`src/rtl/bsq_pkg.sv`:
```
package bsq_pkg;
    localparam int BEAT_W = 2;

    typedef enum logic [1:0] {
        ST_IDLE = 2'd0,
        ST_RD   = 2'd1,
        ST_WR   = 2'd2
    } bsq_state_e;

    typedef enum logic [1:0] {
        EV_NONE     = 2'd0,
        EV_START_RD = 2'd1,
        EV_START_WR = 2'd2,
        EV_DESEL    = 2'd3
    } bsq_event_e;
endpackage

```
`src/rtl/bsq_strobe_qual.sv`:
```
module bsq_strobe_qual
    import bsq_pkg::*;
#(
    parameter int NUM_SEC = 2
) (
    input  logic               cpu_stb,
    input  logic               ctl_stb,
    input  logic               master_en,
    input  logic [NUM_SEC-1:0] sec_en,
    input  logic               wr_req,
    output bsq_event_e         ev
);
    logic cpu_go;
    logic taken;
    logic all_en;

    always_comb begin
        cpu_go = cpu_stb & master_en;
        taken  = cpu_go | ctl_stb;
        all_en = master_en & (&sec_en);
        if (!taken)
            ev = EV_NONE;
        else if (!all_en)
            ev = EV_DESEL;
        else if (cpu_go)
            ev = EV_START_RD;      // processor start wins and is always a read
        else if (wr_req)
            ev = EV_START_WR;
        else
            ev = EV_START_RD;
    end
endmodule

```
`src/rtl/bsq_beat_gen.sv`:
```
module bsq_beat_gen
    import bsq_pkg::*;
#(
    parameter int ADDR_W = 21
) (
    input  logic              clk,
    input  logic              rst_n,
    input  logic              load,
    input  logic              step,
    input  logic [ADDR_W-1:0] addr_in,
    input  logic              interleave,
    output logic [ADDR_W-1:0] addr_out
);
    localparam int HI_W = ADDR_W - BEAT_W;

    logic [HI_W-1:0]   hi_q;
    logic [BEAT_W-1:0] lo0_q;
    logic [BEAT_W-1:0] cnt_q;
    logic              ilv_q;
    logic [BEAT_W-1:0] lo;

    always_ff @(posedge clk) begin
        if (!rst_n) begin
            hi_q  <= '0;
            lo0_q <= '0;
            cnt_q <= '0;
            ilv_q <= 1'b0;
        end else if (load) begin
            hi_q  <= addr_in[ADDR_W-1:BEAT_W];
            lo0_q <= addr_in[BEAT_W-1:0];
            cnt_q <= '0;
            ilv_q <= interleave;
        end else if (step) begin
            cnt_q <= cnt_q + 1'b1;     // natural wrap closes the group
        end
    end

    always_comb begin
        if (ilv_q)
            lo = lo0_q ^ cnt_q;
        else
            lo = lo0_q + cnt_q;
        addr_out = {hi_q, lo};
    end
endmodule

```
`src/rtl/burst_seq.sv`:
```
module burst_seq
    import bsq_pkg::*;
#(
    parameter int ADDR_W  = 21,
    parameter int NUM_SEC = 2
) (
    input  logic               clk,
    input  logic               rst_n,
    input  logic [ADDR_W-1:0]  addr_in,
    input  logic               cpu_stb,
    input  logic               ctl_stb,
    input  logic               master_en,
    input  logic [NUM_SEC-1:0] sec_en,
    input  logic               wr_req,
    input  logic               adv,
    input  logic               interleave,
    output logic [ADDR_W-1:0]  mem_addr,
    output logic               cyc_valid,
    output logic               cyc_write
);
    bsq_state_e state_q;
    bsq_state_e state_d;
    bsq_event_e ev;
    logic       load;
    logic       step;

    bsq_strobe_qual #(.NUM_SEC(NUM_SEC)) u_qual (
        .cpu_stb   (cpu_stb),
        .ctl_stb   (ctl_stb),
        .master_en (master_en),
        .sec_en    (sec_en),
        .wr_req    (wr_req),
        .ev        (ev)
    );

    always_comb begin
        load = (ev == EV_START_RD) || (ev == EV_START_WR);
        step = (ev == EV_NONE) && adv && (state_q != ST_IDLE);
        unique case (ev)
            EV_START_RD: state_d = ST_RD;
            EV_START_WR: state_d = ST_WR;
            EV_DESEL:    state_d = ST_IDLE;
            default:     state_d = state_q;
        endcase
    end

    always_ff @(posedge clk) begin
        if (!rst_n)
            state_q <= ST_IDLE;
        else
            state_q <= state_d;
    end

    bsq_beat_gen #(.ADDR_W(ADDR_W)) u_beat (
        .clk        (clk),
        .rst_n      (rst_n),
        .load       (load),
        .step       (step),
        .addr_in    (addr_in),
        .interleave (interleave),
        .addr_out   (mem_addr)
    );

    always_comb begin
        unique case (state_q)
            ST_RD:   begin cyc_valid = 1'b1; cyc_write = 1'b0; end
            ST_WR:   begin cyc_valid = 1'b1; cyc_write = 1'b1; end
            default: begin cyc_valid = 1'b0; cyc_write = 1'b0; end
        endcase
    end
endmodule

```
`config.mk`:
```
export PLATFORM = sky130hd
export DESIGN_NAME = burst_seq
export DESIGN_NICKNAME = d
export VERILOG_FILES = /design/src/rtl/bsq_pkg.sv /design/src/rtl/bsq_strobe_qual.sv /design/src/rtl/bsq_beat_gen.sv /design/src/rtl/burst_seq.sv
export SDC_FILE = /design/constraint.sdc
export NUM_CORES = 1
export LEC_CHECK = 0
export BUFFER_PORTS_ARGS = -buffer_cell sky130_fd_sc_hd__buf_2
export CELL_PAD_IN_SITES_DETAIL_PLACEMENT = 0
export CELL_PAD_IN_SITES_GLOBAL_PLACEMENT = 2
export CORE_ASPECT_RATIO = 2
export CORE_MARGIN = 5
export CORE_UTILIZATION = 27
export DETAILED_ROUTE_END_ITERATION = 10
export GPL_TIMING_DRIVEN = 0
export PLACE_DENSITY = 0.81
export SYNTH_ARGS = -nofsm -noshare
export SYNTH_HDL_FRONTEND = slang
export SYNTH_SLANG_ARGS = --single-unit
```
`constraint.sdc`:
```
create_clock -name clk -period 2.25 [get_ports clk]
set_clock_uncertainty 0.2 [all_clocks]
set_input_delay 0.45 -clock clk [delete_from_list [all_inputs] [get_ports clk]]
set_output_delay 0.45 -clock clk [all_outputs]
set_load 0.03 [all_outputs]
```
# Yosys cells after proc, flatten, opt, wreduce, memory -nomap -nowiden
# Cells that the tools add are included.
# totals
elab_cells	34
out_inout_bits	23
reg_bits	26
# op_classes
bitwise	5
n_addsub	2
n_eq_ne	5
n_mux	8
n_reduce_logical	9
# op_table
cell	n
2-bit 2-to-1 mux	5
2-bit == test (second input constant)	3
2-bit case mux with 3 select lines	1
2-bit by 1-bit == test with 1-bit output (second input constant)	2
2-bit OR reduction	2
3-bit nonzero test	1
2-bit by 1-bit adder with 2-bit output (second input constant)	1
2-bit adder	1
1-bit AND	2
1-bit logical AND	2
2-bit zero test	1
1-bit 2-to-1 mux	2
2-bit AND reduction	1
2-bit nonzero test	1
2-bit bitwise XOR	1
1-bit logical OR	1
1-bit NOT	1
1-bit OR	1

# Depth between registers and ports, before layout
# depth
ltp_word	7
mapped_depth	7
ltp_nobuf	5

# Modules after synthesis
# From an unflattened synthesis, not the netlist that was laid out.
# hier_totals
hier_cells	106
hier_area_um2	1193.6
# by_module_without_submodules
mod	instances	area_each_um2	seq_area_each_um2	cells_each
bsq_beat_gen	1	987.2	480.5	83
burst_seq	1	163.9	40.0	18
bsq_strobe_qual	1	42.5	0.0	5

# Worst setup path after synthesis
# No wires, ideal clock.
# synth_path
path_type	in2reg
from	input master_en
to	register u_beat.cnt_q[1]
arrival_ns	1.793
stages	6
slack_ns	0.185
required_ns	1.978
setup_time_ns	0.072
path_buffers	1
path_cell_list	and3_1 -> a31o_2 -> ha_1 -> buf_6 -> or3b_1 -> mux2i_1
# synth_between
elab_chain_len	7
# synth_rtl
item	line	source
start, declared	burst_seq.sv:12	input logic master_en,
1-bit AND	bsq_strobe_qual.sv:18	cpu_go = cpu_stb & master_en;
2-bit 2-to-1 mux	bsq_strobe_qual.sv:25	else if (cpu_go)
2-bit 2-to-1 mux	bsq_strobe_qual.sv:23	else if (!all_en)
2-bit 2-to-1 mux *	bsq_strobe_qual.sv:21	if (!taken)
2-bit by 1-bit == test with 1-bit output / 2-bit == test (equally long branches)	burst_seq.sv:37	load = (ev == EV_START_RD) || (ev == EV_START_WR);
1-bit logical OR *	burst_seq.sv:37	
named net load	burst_seq.sv:24	logic load;
2-bit OR reduction (no line) *	-	
end signal, assigned	bsq_beat_gen.sv:34	cnt_q <= cnt_q + 1'b1;
end, declared	bsq_beat_gen.sv:18	logic [BEAT_W-1:0] cnt_q;
# The timed path passes the listed nets; every way through them passes the cells marked *.
# A chain may end at the register's enable or synchronous reset.

# Worst setup path after layout
# layout_path
from	input master_en
to	register u_beat.cnt_q[0]
# The elaborated chain is that of the path after synthesis.

==> flow_summary.ini <==
[floorplan]
start_util = 0.275
die_w_um = 56.8
die_y_um = 104
core_region_area_sq_um = 4300
rows = 34
fp.dieArea_sq_um = 5880
io_pins = 54

[outcome]
outcome = finished clean

[power_and_ir_drop]
seq_power_share = 0.457
p_sw_frac = 0.303
powerDensity_nw_per_um2 = 728
combPwrFrac = 0.280
finalPower_mw = 1.14
p_int_uw = 794
ir_worst_vdd_mv = 0.419
switching_power_uw = 345
p_clk_frac = 0.263
leakage_nw = 0.787

[clocking]
cts_tree = built
cts_buffers = 3
post-cts-setup-buffer-count = 0
clockRootBuffer = clkbuf_8
clock-sinks = 26
cts_hold_buffers = 0
clk_path_buf_depth = 2
cts_resized = 0
clk-insertion-delay-late_ns = 0.27
ctsHtreeMaxLevel = 1
path_clk_slew_ns = 0.09

[yosys]
ys_seq_area_frac = 0.440
syn-instance-count = 108
synth_top_cells_by_area = dfxtp_1 44%, mux2i_1 21%, nor2b_1 13%, ha_1 6.3%, buf_6 2.9%
yosysUniqueCellTypes = 21
yosys_warnings = 0
synth_nets = 145
synth_seq_cells = 26
synth_top_cell_area_share = 0.440
netlist_area_sq_um = 1180
syn_avg_cell_area_sq_um = 10.9
synth.largest_area_cell = dfxtp_1

[job]
cap_violations = 0

[critical_path]
worst-path-max-fanout = 8
critical_path_required_ns = 2.25
cp-end-kind = flip-flop
crit_type = input port to flip-flop
crit_arrival_ns = 1.99
crit_path_start_kind = input port

[grt]
grt_pass1_vias = 1029
grt_max_degree = 15
grtUsageTotal = 0.0949
antenna_found_initial = 0
overflow = 0
grt_pass1_wl_mm = 4.51

[routing]
routed_wl_mm = 2.69
postRouteAntennaNets = 0
wl_per_cell_um = 12.3
vias_per_cell = 4.28
drc = 0
drt_first_iter_violations = 7
drt_pass1_iterations = 2
via_count = 934

[worst_hold_path]
hold_path.class = input port to flip-flop

[layout]
syn_to_final_growth_pct = 32.4
multi_input_area_sq_um = 608
nets = 202
nFillCells = 445
seq_area_sq_um = 520
layout-drive-gt1-share = 0.372
antennaDiodeCount = 0
final_cells = 218
fin_util = 0.364

[timing]
setup_viol = 0
drv_slew = 0
rsz0062_at_grt = false
fmax_mhz = 503
setup_tns_ns = 0
period_share = 0.883
min_period_ns = 1.99
worst_slew_pin_slew_ns = 0.348
relSlewSlack = 0.768
hold_viol = 0

[place]
gp_congestion = 0.729
portBuffers = 52
placed_cells = 214
place_hpwl_mm = 2.22
[critical path: stages]
cell and delay (ns):
buf_2 0.11, and3_1 0.21, a31o_2 0.27, ha_1 0.30
buf_6 0.15, or3b_1 0.37, mux2i_1 0.12
[registers in the layout, indices dropped and copies added (netlist names)]
register	count
u_beat.hi_q	19
u_beat.lo0_q	2
u_beat.cnt_q	2
u_beat.ilv_q	1
state_q	2
[kinds of logic (layout without fill, tap and decap cells)]
kind of cell | count (synthesis) | count (layout) | synth area share
compound gates | 6 | 6 | 0.0339
mux | 25 | 25 | 0.212
simple gates | 35 | 35 | 0.190
flops | 26 | 26 | 0.440
xor+xnor | 2 | 2 | 0.0148
buf+inv | 8 | 64 | 0.0455
fa+ha+maj | 6 | 6 | 0.0635
[power by group through the flow]
| stage | Sequential, mW | Clock, mW | Combinational [mW] |
|---|---|---|---|
| final | 0.520 | 0.300 | 0.319 |
| after CTS | 0.521 | 0.318 | 0.325 |
| after global placement | 0.530 | 0 | 0.317 |
| after floorplan | 0.594 | 0 | 0.170 |
| after detailed placement | 0.531 | 0 | 0.324 |
| after global routing | 0.526 | 0.328 | 0.347 |
[layout by cell type, fill, tap and decap left out, drive strengths merged]
master / count
ha: 6
xnor2: 2
nand4b: 1
inv: 2
a21oi: 2
a21boi: 1
nor2b: 24
nand3b: 3
dfxtp: 26
or3: 1
or3b: 2
a31oi: 1
a31o: 1
clkbuf: 6
nand2: 2
mux2i: 25
and3: 1
buf: 56
a21o: 1
nand2b: 1
[through the flow]
step / hold slack, ns / worst slack [ns] / instance area [sq um]
finish: 0.240 / 0.263 / 1570
global route: 0.242 / 0.163 / 1570
CTS: 0.229 / 0.243 / 1570
detailed placement: 0.258 / -0.0506 / 1510
global placement: 0.258 / 0.0316 / 1510
floorplan: 0.241 / 0.185 / 1180
[cell usage after synthesis]
library cell / number
and3_1: 1
a21boi_0: 1
buf_6: 3
nand4b_1: 1
buf_2: 1
or3b_1: 2
a21oi_1: 2
dfxtp_1: 26
nand2b_1: 1
xnor2_1: 2
nand2_1: 2
ha_1: 6
clkbuf_1: 2
a21o_1: 1
a31oi_1: 1
nor2b_1: 24
mux2i_1: 25
nand3b_1: 3
a31o_2: 1
inv_1: 2
or3_1: 1
[layer usage]
| layer | vias up | wire length (um) | GRT usage |
|---|---|---|---|
| li1 | 475 | - | - |
| met1 | 420 | 982 | 0.0956 |
| met2 | 35 | 1480 | 0.175 |
| met3 | 4 | 164 | 0.0199 |
| met4 | 0 | 63 | 0.0481 |
| met5 | - | 0 | 0 |
[layout make-up]
type,instances,share of cell area
multi-input combinational,74,0.388
sequential,26,0.333
inverter,2,0.00480
timing repair buffer,52,0.166
clock buffer,4,0.0352
buffer,6,0.0296
tap,54,0.0432
[worst paths after layout]
kind / cells after the start / slack [ns] / end / from
max: 7 / 0.26 / u_beat.cnt_q[0]$_SDFFE_PP0P_ / master_en
max reg2reg: 4 / 1.02 / u_beat.cnt_q[1]$_SDFFE_PP0P_ / state_q[1]$_SDFFE_PN0P_
min reg2reg: 2 / 0.27 / state_q[0]$_SDFFE_PN0P_ / state_q[0]$_SDFFE_PN0P_
min: 3 / 0.24 / u_beat.hi_q[4]$_SDFFE_PN0P_ / addr_in[6]
(Power assumes the default switching activity.)
